==> config.mk <==
export PLATFORM = sky130hd
export DESIGN_NAME = irq_router
export DESIGN_NICKNAME = d
export VERILOG_FILES = /design/src/rtl/irq_router_pkg.sv /design/src/rtl/irq_sync.sv /design/src/rtl/irq_regs.sv /design/src/rtl/irq_out.sv /design/src/rtl/irq_router.sv
export SDC_FILE = /design/constraint.sdc
export NUM_CORES = 1
export LEC_CHECK = 0
export BUFFER_PORTS_ARGS = -buffer_cell sky130_fd_sc_hd__buf_4
export CAP_MARGIN = 20
export CORE_MARGIN = 2
export CORE_UTILIZATION = 56
export DETAILED_ROUTE_END_ITERATION = 16
export GPL_TIMING_DRIVEN = 0
export PLACE_DENSITY_LB_ADDON = 0.05
export SLEW_MARGIN = 25
export SYNTH_ARGS = -nofsm -noshare
export SYNTH_HDL_FRONTEND = slang
export SYNTH_SLANG_ARGS = --single-unit
==> constraint.sdc <==
create_clock -name clk_i -period 2 [get_ports clk_i]
set_input_delay 0.1 -clock clk_i [delete_from_list [all_inputs] [get_ports clk_i]]
set_output_delay 0.1 -clock clk_i [all_outputs]
set_load 0.005 [all_outputs]
==> src/rtl/irq_router_pkg.sv <==
package irq_router_pkg;
  localparam int ADDR_W = 6;

  typedef enum logic [ADDR_W-1:0] {
    A_ST0  = 6'h00,
    A_ST1  = 6'h04,
    A_TYPE = 6'h20,
    A_RAW  = 6'h30,
    A_EN   = 6'h34,
    A_DIS  = 6'h38
  } reg_addr_e;
endpackage

==> src/rtl/irq_sync.sv <==
module irq_sync #(
  parameter int W      = 31,
  parameter int STAGES = 2
) (
  input  logic         clk_i,
  input  logic         rst_ni,
  input  logic [W-1:0] d_i,
  output logic [W-1:0] q_o
);
  logic [W-1:0] q [STAGES];

  always_ff @(posedge clk_i or negedge rst_ni) begin
    if (!rst_ni) begin
      for (int s = 0; s < STAGES; s++) q[s] <= '0;
    end else begin
      q[0] <= d_i;
      for (int s = 1; s < STAGES; s++) q[s] <= q[s-1];
    end
  end

  assign q_o = q[STAGES-1];
endmodule

==> src/rtl/irq_regs.sv <==
module irq_regs
  import irq_router_pkg::*;
#(
  parameter int N_SRC = 31,
  parameter int DW    = 32
) (
  input  logic              clk_i,
  input  logic              rst_ni,
  input  logic              wr_i,
  input  logic [ADDR_W-1:0] addr_i,
  input  logic [DW-1:0]     wdata_i,
  output logic [N_SRC-1:0]  en_o,
  output logic              gate_o,
  output logic [N_SRC-1:0]  type_o
);
  localparam int GATE = DW - 1;

  logic [N_SRC-1:0] en_q, type_q;
  logic             gate_q;

  always_ff @(posedge clk_i or negedge rst_ni) begin
    if (!rst_ni) begin
      en_q   <= '0;
      type_q <= '0;
      gate_q <= 1'b0;
    end else if (wr_i) begin
      case (addr_i)
        A_EN: begin
          en_q   <= en_q | wdata_i[N_SRC-1:0];
          gate_q <= gate_q | wdata_i[GATE];
        end
        A_DIS: begin
          en_q   <= en_q & ~wdata_i[N_SRC-1:0];
          gate_q <= gate_q & ~wdata_i[GATE];
        end
        A_TYPE: type_q <= wdata_i[N_SRC-1:0];
        default: ;
      endcase
    end
  end

  assign en_o   = en_q;
  assign gate_o = gate_q;
  assign type_o = type_q;

  assert_set_en_R2: assert property (@(posedge clk_i) disable iff (!rst_ni)
    (wr_i && addr_i == A_EN) |=>
      ((en_q & $past(wdata_i[N_SRC-1:0])) == $past(wdata_i[N_SRC-1:0]))
      && (gate_q || !$past(wdata_i[GATE])));

  assert_clr_en_R3: assert property (@(posedge clk_i) disable iff (!rst_ni)
    (wr_i && addr_i == A_DIS) |=>
      ((en_q & $past(wdata_i[N_SRC-1:0])) == '0)
      && !(gate_q && $past(wdata_i[GATE])));

  assert_type_wr_R4: assert property (@(posedge clk_i) disable iff (!rst_ni)
    (wr_i && addr_i == A_TYPE) |=> type_q == $past(wdata_i[N_SRC-1:0]));

  assert_ro_keep_R10: assert property (@(posedge clk_i) disable iff (!rst_ni)
    !(wr_i && (addr_i == A_EN || addr_i == A_DIS || addr_i == A_TYPE)) |=>
      $stable(en_q) && $stable(gate_q) && $stable(type_q));
endmodule

==> src/rtl/irq_out.sv <==
module irq_out #(
  parameter int N_SRC = 31,
  parameter int N_OUT = 2
) (
  input  logic             clk_i,
  input  logic             rst_ni,
  input  logic [N_SRC-1:0] raw_i,
  input  logic [N_SRC-1:0] en_i,
  input  logic [N_SRC-1:0] type_i,
  input  logic             gate_i,
  output logic [N_SRC-1:0] st_o [N_OUT],
  output logic [N_OUT-1:0] irq_o
);
  for (genvar g = 0; g < N_OUT; g++) begin : g_out
    logic [N_SRC-1:0] route;
    logic             irq_q;

    // route bit selects output 1 when set, output 0 when clear
    assign route   = (g == 0) ? ~type_i : type_i;
    assign st_o[g] = raw_i & en_i & route;

    always_ff @(posedge clk_i or negedge rst_ni) begin
      if (!rst_ni) irq_q <= 1'b0;
      else         irq_q <= gate_i && (|st_o[g]);
    end
    assign irq_o[g] = irq_q;

    assert_gate_R5: assert property (@(posedge clk_i) disable iff (!rst_ni)
      !$past(gate_i) |-> !irq_q);

    assert_src_R8: assert property (@(posedge clk_i) disable iff (!rst_ni)
      irq_q |-> $past(|(raw_i & en_i & ((g == 0) ? ~type_i : type_i))));
  end
endmodule

==> src/rtl/irq_router.sv <==
module irq_router
  import irq_router_pkg::*;
#(
  parameter int N_SRC = 31,
  parameter int DW    = 32,
  parameter int SYNC  = 2
) (
  input  logic              clk_i,
  input  logic              rst_ni,
  input  logic [N_SRC-1:0]  req_i,
  input  logic              sel_i,
  input  logic              we_i,
  input  logic [ADDR_W-1:0] addr_i,
  input  logic [DW-1:0]     wdata_i,
  output logic [DW-1:0]     rdata_o,
  output logic              irq0_o,
  output logic              irq1_o
);
  localparam int GATE = DW - 1;

  logic [N_SRC-1:0] raw, en, typ;
  logic [N_SRC-1:0] st [2];
  logic             gate;
  logic [1:0]       irq;

  irq_sync #(.W(N_SRC), .STAGES(SYNC)) i_sync (
    .clk_i, .rst_ni, .d_i(req_i), .q_o(raw)
  );

  irq_regs #(.N_SRC(N_SRC), .DW(DW)) i_regs (
    .clk_i, .rst_ni,
    .wr_i   (sel_i && we_i),
    .addr_i,
    .wdata_i,
    .en_o   (en),
    .gate_o (gate),
    .type_o (typ)
  );

  irq_out #(.N_SRC(N_SRC), .N_OUT(2)) i_out (
    .clk_i, .rst_ni,
    .raw_i (raw),
    .en_i  (en),
    .type_i(typ),
    .gate_i(gate),
    .st_o  (st),
    .irq_o (irq)
  );

  assign irq0_o = irq[0];
  assign irq1_o = irq[1];

  always_comb begin
    rdata_o = '0;
    if (sel_i && !we_i) begin
      case (addr_i)
        A_ST0:  rdata_o[N_SRC-1:0] = st[0];
        A_ST1:  rdata_o[N_SRC-1:0] = st[1];
        A_TYPE: rdata_o[N_SRC-1:0] = typ;
        A_RAW:  rdata_o[N_SRC-1:0] = raw;
        A_EN: begin
          rdata_o[N_SRC-1:0] = en;
          rdata_o[GATE]      = gate;
        end
        default: ;
      endcase
    end
  end

  assert_out_gate_R5: assert property (@(posedge clk_i) disable iff (!rst_ni)
    (irq0_o || irq1_o) |-> $past(gate));

  assert_disjoint_R7: assert property (@(posedge clk_i) disable iff (!rst_ni)
    (st[0] & st[1]) == '0);
endmodule

**Yosys cells after proc, flatten, opt, wreduce, memory -nomap -nowiden**

Index checks and enable logic that the tools add are counted.

- Word-level logic and storage cells: 38
- Output and inout port bits: 34
- Register bits after elaboration: 127
- Bits of input ports: 73

- Equal/unequal tests: 5
- Bitwise operators: 10
- Reductions and logical operators: 11
- Multiplexer cells: 5

Operators with widths:

| operator | number |
|---|---|
| $pmux W31 S5 | 1 |
| $and A31 B31 Y31 | 4 |
| $not A31 Y31 | 2 |
| $pmux W31 S2 | 1 |
| $reduce_or A31 Y1 | 2 |
| $mux W32 | 1 |
| $or A31 B31 Y31 | 1 |
| $eq A6 B6 Y1 const B | 4 |
| $eq A6 B3 Y1 const B | 1 |
| $logic_not A6 Y1 | 1 |
| $logic_and A1 B1 Y1 | 4 |
| $reduce_and A2 Y1 | 2 |
| $pmux W1 S2 | 1 |
| $reduce_bool A2 Y1 | 1 |
| $and A1 B1 Y1 | 1 |
| $logic_not A1 Y1 | 1 |
| $mux W1 | 1 |
| $not A1 Y1 | 1 |
| $or A1 B1 Y1 | 1 |

**Depth between registers and ports, before layout**

Gate-level depths: netlist of the first run.

- Depth in word-level cells: 4
- Depth in mapped cells: 7
- Depth with buffers taken out: 4

**Modules after synthesis**

From an unflattened synthesis of the first run, not the netlist that was laid out.

- Cell total of the unflattened synthesis: 587
- Area total of the unflattened synthesis: 6831.6 um^2

Modules (own cells, without submodules):

| module | sequential area each (um^2) | area each (um^2) | cells each | instances |
|---|---|---|---|---|
| irq_regs | 1576.5 | 3012.9 | 216 | 1 |
| irq_sync | 1551.5 | 1784.2 | 93 | 1 |
| irq_router | 0.0 | 1346.3 | 157 | 1 |
| irq_out | 50.0 | 688.2 | 121 | 1 |

**Worst setup path before layout of the first run**

OpenSTA, ideal clock, no wires.

- Kind: input-to-reg
- Start: input port addr_i[1]
- End: register i_regs.type_q[0] (netlist: i_regs.type_o[0])
- Path slack: 0.270 ns
- Path buffers: 2
- Arrival time: 1.605 ns
- Data required time: 1.875 ns
- Setup time: 0.125 ns
- Stages on the path: 5
- Path through: or4_4 > buf_6 > nor4_4 > buf_6 > mux2_4

- Word-level cells in the longest chain between the ends: 2

Ends and longest elaborated chain:

| what | RTL line | source |
|---|---|---|
| start, declared | irq_router.sv:13 | `input logic [ADDR_W-1:0] addr_i,` |
| $eq A6 B6 Y1 | irq_regs.sv:27 | `case (addr_i)` |
| $reduce_and A2 Y1 (no line) | - |  |
| end signal, assigned | irq_regs.sv:36 | `A_TYPE: type_q <= wdata_i[N_SRC-1:0];` |
| end, declared | irq_regs.sv:18 | `logic [N_SRC-1:0] en_q, type_q;` |

No other way between the ends.
A chain may end at the register's enable or synchronous reset.

**Final worst setup path of the first run**

- Start: input port addr_i[1]
- End: output port rdata_o[12]

- Word-level cells in the longest chain between the ends: 3
- Elaborated cells on any way between the ends: 7
- Classes of those cells: 4 x eq/ne; 2 x mux; 1 x reduce/logical

Ends and longest elaborated chain:

| what | RTL line | source |
|---|---|---|
| $eq A6 B6 Y1 (tied with other cells) | irq_router.sv:56 | `case (addr_i)` |
| $pmux W31 S5 (*) | irq_router.sv:56 |  |
| $mux W32 (*) | irq_router.sv:55 | `if (sel_i && !we_i) begin` |
| end, declared | irq_router.sv:15 | `output logic [DW-1:0] rdata_o,` |

Every way passes the cells marked *; elsewhere a longest branch is shown, timed or not.

==> results of run 1 <==
[metal layers]
| layer | global-route usage [%] | vias up |
|---|---|---|
| met3 | 10.2 | 60 |
| met5 | 0 | - |
| met4 | 13.6 | 0 |
| met1 | 46.1 | 2908 |
| li1 | - | 2569 |
| met2 | 56.2 | 416 |
[cell usage in the layout (no fill, tap or decap), types with 2 or more instances in the layout]
| cell type | n |
|---|---|
| nor2b_1 | 2 |
| nand2_1 | 80 |
| buf_2 | 6 |
| nor4b_2 | 16 |
| clkbuf_16 | 17 |
| o21ai_1 | 14 |
| a41oi_1 | 2 |
| a31oi_1 | 27 |
| nor3_1 | 32 |
| clkinv_2 | 4 |
| buf_4 | 117 |
| buf_8 | 4 |
| clkinv_4 | 3 |
| bufinv_16 | 3 |
| inv_1 | 3 |
| o22ai_1 | 8 |
| nor4b_1 | 11 |
| nor4_1 | 5 |
| buf_6 | 6 |
| nand3_1 | 33 |
| o2111ai_1 | 3 |
| mux2i_1 | 3 |
| dfrtp_1 | 127 |
| dlygate4sd3_1 | 65 |
| nor2_4 | 2 |
| nand3b_1 | 18 |
| nor3_2 | 3 |
| clkinvlp_4 | 3 |
| a21oi_1 | 65 |
| clkbuf_4 | 2 |
| clkbuf_2 | 4 |
| a31oi_2 | 3 |
| mux2_4 | 30 |
| clkbuf_1 | 7 |
| o21ai_0 | 45 |
| nand4_1 | 8 |
[worst min-delay path by stage]
stage	startpoint	end	slack (ns)	cells after the start
2_1_floorplan	rst_ni	async pin	-0.20	0
3_3_place_gp	req_i[23]	i_sync.q[54]$_DFF_PN0_	0.21	1
3_5_place_dp	rst_ni	i_sync.q_o[2]$_DFF_PN0_	0.02	1
4_1_cts	rst_ni	i_regs.type_o[2]$_DFFE_PN0P_	0.04	2
5_1_grt	rst_ni	i_sync.q_o[2]$_DFF_PN0_	0.07	2
6_report	rst_ni	i_sync.q_o[2]$_DFF_PN0_	0.05	2
[cell families after synthesis]
kind of cell | Yosys count
and+or+nand+nor | 219
AOI/OAI and AO/OA | 168
DFF | 127
buffers and inverters | 38
muxes | 34
[power by group through the flow]
stage	sequential, uW	combinational (uW)	clock, uW
floorplan	2920	262	0
global placement	2960	496	0
detailed placement	2970	525	0
CTS	2940	640	3100
global route	2970	719	3220
finish	2950	669	3070
[cell type report]
class                   count  area, um^2  share of cell area [%]
well taps                 136         170                    1.99
plain buffers              33         246                    2.89
clock buffers              18         418                    4.90
clock inverters            14         168                    1.97
inverters                   3        11.3                   0.132
multi-input cells         421        2770                    32.5
repair buffers            180        1570                    18.4
flip-flops and latches    127        3180                    37.3
[Yosys cell counts]
master | n | area share, %
nor4b_1 | 28 | 4.1
a21oi_1 | 65 | 5.4
or4b_1 | 1 | 0.17
mux2i_1 | 3 | 0.50
a31oi_1 | 30 | 3.1
buf_6 | 7 | 1.3
nor4_1 | 5 | 0.52
nor3_4 | 1 | 0.27
nor3_2 | 1 | 0.17
a41oi_1 | 2 | 0.29
nand3_1 | 33 | 2.8
nor4_4 | 1 | 0.35
o21ai_0 | 51 | 4.3
nand2b_1 | 1 | 0.10
and3_1 | 1 | 0.10
clkbuf_2 | 2 | 0.17
dfrtp_1 | 127 | 53
o21ai_1 | 8 | 0.67
nor2b_1 | 2 | 0.21
mux2_4 | 30 | 7.5
mux2_2 | 1 | 0.19
o2111ai_1 | 3 | 0.44
o211ai_1 | 1 | 0.13
nor2_1 | 2 | 0.13
nor2_4 | 1 | 0.19
buf_1 | 1 | 0.062
or2_2 | 1 | 0.10
clkbuf_1 | 18 | 1.1
o22ai_1 | 8 | 0.83
inv_1 | 3 | 0.19
nand3b_1 | 18 | 2.3
buf_2 | 7 | 0.58
nand2_1 | 80 | 5.0
nand4_1 | 8 | 0.83
nor3_1 | 34 | 2.8
or4_4 | 1 | 0.19
[timing repair]
| action | CTS | global route |
|---|---|---|
| cloned | 0 | 1 |
| hold buffers | 65 | 0 |
| buffers inserted | 6 | 2 |
| pin swaps | 9 | 10 |
| endpoints found under the setup margin | 32 | 31 |
| resized for setup | 34 | 39 |
| endpoints found under the hold margin | 221 | 0 |
[metrics by stage]
stage / setup WS [ns] / hold slack (ns) / instances / power, uW
4_1_cts: -0.0428 / 0.0449 / 930 / 6680
5_1_grt: -0.0531 / 0.0676 / 932 / 6910
2_1_floorplan: 0.270 / -0.196 / 586 / 3180
6_report: -0.0347 / 0.0462 / 932 / 6700
3_3_place_gp: -0.299 / 0.209 / 827 / 3460
3_5_place_dp: -0.319 / 0.0206 / 828 / 3500
==> results.ini, run 1 <==
[job]
maxCapViolations=0

[clocking]
numClockSinks=127
h-tree-depth=4
numCtsBuffers=17
cts_tree=done
clk_path_buf_depth=2
clockRootBuffer=clkbuf_8
clk_pin_slew_ns=0.06
clkLatencyLatePin_ns=0.54

[sta]
rsz0062_at_grt=yes
finalClockSkew_ns=0.00591
hold_violations=0
fmax_mhz=491
worstMarginPinSlew_ns=0.709
setup_slack_ns=-0.0347
finalCriticalPeriod_ns=2.03
slew_viol_final=0
finalSetupViolCount=2
slew_headroom_pct=52.7
fin_setup_tns_ns=-0.0434
fin_crit_sh_pct=102

[yosys]
synth_nets=659
synth_top_family_by_area=simple AND/OR/NAND/NOR gates
syn_area_per_cell_um2=10.2
synth_compound_area_share_pct=15.2
yosys-mux-area-fraction_pct=8.19
synthDistinctLibCells=36
ys_warn_count=0
synth-xor-area-share_pct=0
synth_seq_cells=127
syn_area_um2=6000
syn_inst=586
synthSimpleGateAreaFrac_pct=20.3
synthAdderAreaFrac_pct=0
synth_seq_area_share_pct=52.9

[detailed_routing]
met1_length_mm=7.60
dr_total_vias=5953
firstDrtPassIters=6
first_iter_violations=647
wl_mm=20.0
wl_met3_mm=2.09
dr_wl_met2_mm=9.82
wl_per_cell_um=21.5
drc=0
via_per_inst=6.39
ant_nets=0
top_layer=met4

[power_and_ir_drop]
pwr-share-seq_pct=44.1
powerDensity_nw_per_um2=785
p_leak_uw=0.00350
switching_share_pct=25.2
ir_worst_vdd_mv=0.754
p_clk_share_pct=45.9
p_comb_share_pct=10.0
power_switching_uw=1690
p_int_uw=5010

[status]
violations=setup timing
status=complete, but fails checks

[placed_design]
routabilityCongestion=0.906
dpl_cell_area_um2=7000
dpl.hpwl_mm=12.5
portBuffers=105

[setup_path]
crit_cells=8
crit_chain=buf_8 -> or4b_1 -> clkbuf_4 -> nor2_4 -> buf_4 -> o21ai_0 -> a31oi_1 -> buf_4
path_class=input port to output pin
crit_top_cell=buf_4
crit_path_end=rdata_o[12]
startpoint_type=input port
cp_slowest_cell=or4b_1
cp_num_buf_inv=4
crit-reg2reg-launch=i_regs.type_o[25]$_DFFE_PN0P_
worstSetupEndpointType=output pin
crit_family=simple AND/OR/NAND/NOR gates
r2r_end=i_out.g_out[0].irq_q$_DFF_PN0_
critPathLaunch=addr_i[1]
cp.required_ns=1.90
worstRegToRegCells=4
regToRegSetupSlack_ns=0.57
cpPeakStageDelay_ns=0.52
worst-path-max-fanout=10
arrival_ns=1.93

[final_layout]
syn_to_final_growth_pct=42.1
fin_nets=856
final_util_pct=82.3
fillers=639
drive_gt1_share_pct=29.3
fin_area_um2=8530
num_antenna_cells=0

[grt]
grt_pass1_wl_mm=30.8
grt_max_degree=82
antenna_found_initial=0
grt_pass1_vias=5890
gr-total-overflow=0
grt_usage_pct=35.4

[die]
core_area_um2=10400
num_rows=37
start_util_pct=57.9
die_w_um=108
die_h_um=108
fp.dieArea_um2=11600
ioPinCount=107

[min_path]
hold_class=input port to async pin

No activity file was read; power rests on OpenSTA's default activity.
==> run 2: changes to the inputs <==
--- a/config.mk
+++ b/config.mk
@@ -5,11 +5,11 @@
 export SDC_FILE = /design/constraint.sdc
 export NUM_CORES = 1
 export LEC_CHECK = 0
-export BUFFER_PORTS_ARGS = -buffer_cell sky130_fd_sc_hd__buf_4
 export CAP_MARGIN = 20
 export CORE_MARGIN = 2
-export CORE_UTILIZATION = 56
+export CORE_UTILIZATION = 60
 export DETAILED_ROUTE_END_ITERATION = 16
+export DONT_BUFFER_PORTS = 1
 export GPL_TIMING_DRIVEN = 0
 export PLACE_DENSITY_LB_ADDON = 0.05
 export SLEW_MARGIN = 25
==> results.ini, run 2 (synthesis results as in run 1) <==
[clocking]
cts_tree=done
numCtsBuffers=17  ; unchanged
clkLatencyLatePin_ns=0.54  ; about the same
clockRootBuffer=clkbuf_8
numClockSinks=127  ; unchanged
clk_path_buf_depth=2  ; unchanged
ctsHoldBuffers=65  ; unchanged
clk_pin_slew_ns=0.06  ; about the same
h-tree-depth=4  ; unchanged

[setup_path]
arrival_ns=1.86  ; -0.07 ns
crit-reg2reg-launch=i_regs.type_o[21]$_DFFE_PN0P_
worstRegToRegCells=4  ; unchanged
startpoint_type=input port
regToRegSetupSlack_ns=0.57  ; about the same
path_class=input port to output pin
worst-path-max-fanout=10  ; unchanged
critPathLaunch=addr_i[1]
cp.required_ns=1.90  ; about the same
worstSetupEndpointType=output pin
r2r_end=i_out.g_out[0].irq_q$_DFF_PN0_
crit_path_end=rdata_o[14]

[detailed_routing]
first_iter_violations=590  ; -8.8%
ant_nets=0  ; unchanged
via_per_inst=6.52  ; +2.1%
wl_mm=18.0  ; -10%
dr_total_vias=5314  ; -11%
drc=0  ; unchanged
wl_per_cell_um=22.0  ; +2.6%
firstDrtPassIters=6  ; unchanged

[final_layout]
syn_to_final_growth_pct=23.6
drive_gt1_share_pct=13.5  ; -16 points
fillers=674  ; +5.5%
num_antenna_cells=0  ; unchanged
layout_commonest_cell=dfrtp_1
fin_nets=744  ; -13%
final_cell_mix=127 x dfrtp_1, 80 x nand2_1, 65 x a21oi_1, 65 x dlygate4sd3_1, 51 x o21ai_0
final-instance-count-excl-fill=815  ; -13%

[placed_design]
routabilityCongestion=0.907  ; about the same
pre_cts_slack_ns=-0.0969  ; +0.222 ns
dp_cells=719  ; -13%
portBuffers=0  ; -100%
dpl.hpwl_mm=11.4  ; -9.0%

[die]
die_w_um=104  ; -3.3%
num_rows=36  ; -2.7%
fp.dieArea_um2=10800  ; -6.4%
start_util_pct=61.7  ; +3.8 points
ioPinCount=107  ; unchanged
core_area_um2=9730  ; -6.2%
die_h_um=104  ; -3.3%

[sta]
slew_viol_final=0  ; unchanged
holdWs_ns=-0.743  ; -0.789 ns
fin_setup_tns_ns=0  ; +0.0434 ns
finalClockSkew_ns=0.0102  ; +0.00428 ns
worstMarginPinSlew_ns=0.641  ; -0.0679 ns
slew_headroom_pct=57.3  ; +4.5 points
fin_crit_sh_pct=98.2  ; -3.6 points
finalSetupViolCount=0  ; -2
fmax_mhz=509  ; +3.7%
rsz0062_at_grt=no
setup_slack_ns=0.0370  ; +0.0717 ns
hold_violations=127  ; +127
finalCriticalPeriod_ns=1.96  ; -0.0717 ns

[grt]
antenna_found_initial=0  ; unchanged
grt_usage_pct=34.4  ; -0.99 points
gr-total-overflow=0  ; unchanged
grt_max_degree=128  ; +56%
grt_pass1_vias=5233  ; -11%
grt_pass1_wl_mm=28.2  ; -8.4%

[power_and_ir_drop]
p_leak_uw=0.00287  ; -18%
powerDensity_nw_per_um2=865  ; +10%
ir_worst_vdd_mv=0.792  ; +5.0%
total_power_uw=6410  ; -4.2%

[job]
maxCapViolations=0  ; unchanged

[status]
status=complete, but fails checks
violations=hold timing

[min_path]
hold_class=input port to async pin

==> run 2: power by group <==
group	switching, uW	internal, uW
Sequential	203	2740
Combinational	199	261
Clock	1100	1910
==> run 2: through the flow <==
step / instance area, um^2 / hold slack (ns) / utilization [%]
after floorplan: 6000 / -0.196 / -
after global placement: 6170 / -0.193 / 63.4
after detailed placement: 6170 / -0.192 / 63.4
after CTS: 7400 / -0.758 / 76.1
after global routing: 7420 / -0.774 / 76.2
final: 7420 / -0.743 / 76.2
==> run 2: critical path, cell delays in order <==
cell      delay [ns]
or4_4           0.52
buf_6           0.15
nor2_4          0.26
clkbuf_2        0.34
o21ai_0         0.16
a31oi_1         0.32
==> run 2: final cells by class <==
class,count,area (um^2),area share [%]
Sequential cell,127,3180,42.9
Multi-Input combinational cell,421,2620,35.3
Timing Repair Buffer,66,658,8.87
Clock buffer,19,432,5.82
Buffer,35,208,2.80
Tap cell,133,166,2.24
Clock inverter,11,143,1.92
Inverter,3,11.3,0.152
==> run 2: timing repair <==
| item | CTS | global route |
|---|---|---|
| setup buffers | 1 | 0 |
| pin swaps | 1 | 0 |
| endpoints found under the hold margin | 221 | 127 |
| endpoints found under the setup margin | 28 | 29 |
| gates resized for setup | 2 | 18 |
==> run 2: layer usage <==
metal,GRT usage [%],routed length (um),vias to the layer above
li1,-,-,2349
met1,45.9,7260,2591
met2,52.4,8500,332
met3,10.9,1770,42
met4,14.7,424,0
met5,0,0,-
==> run 2: worst min path at each step <==
| stage | from | to | slack [ns] | cells past startpoint |
|---|---|---|---|---|
| after detailed placement | rst_ni | i_sync.q_o[2]$_DFF_PN0_ | -0.19 | 0 |
| after global routing | rst_ni | i_sync.q_o[15]$_DFF_PN0_ | -0.77 | 0 |
| after global placement | rst_ni | i_sync.q_o[30]$_DFF_PN0_ | -0.19 | 0 |
| final | rst_ni | i_sync.q[38]$_DFF_PN0_ | -0.74 | 0 |
| after CTS | rst_ni | async pin | -0.76 | 0 |
| after floorplan | rst_ni | async pin | -0.20 | 0 |
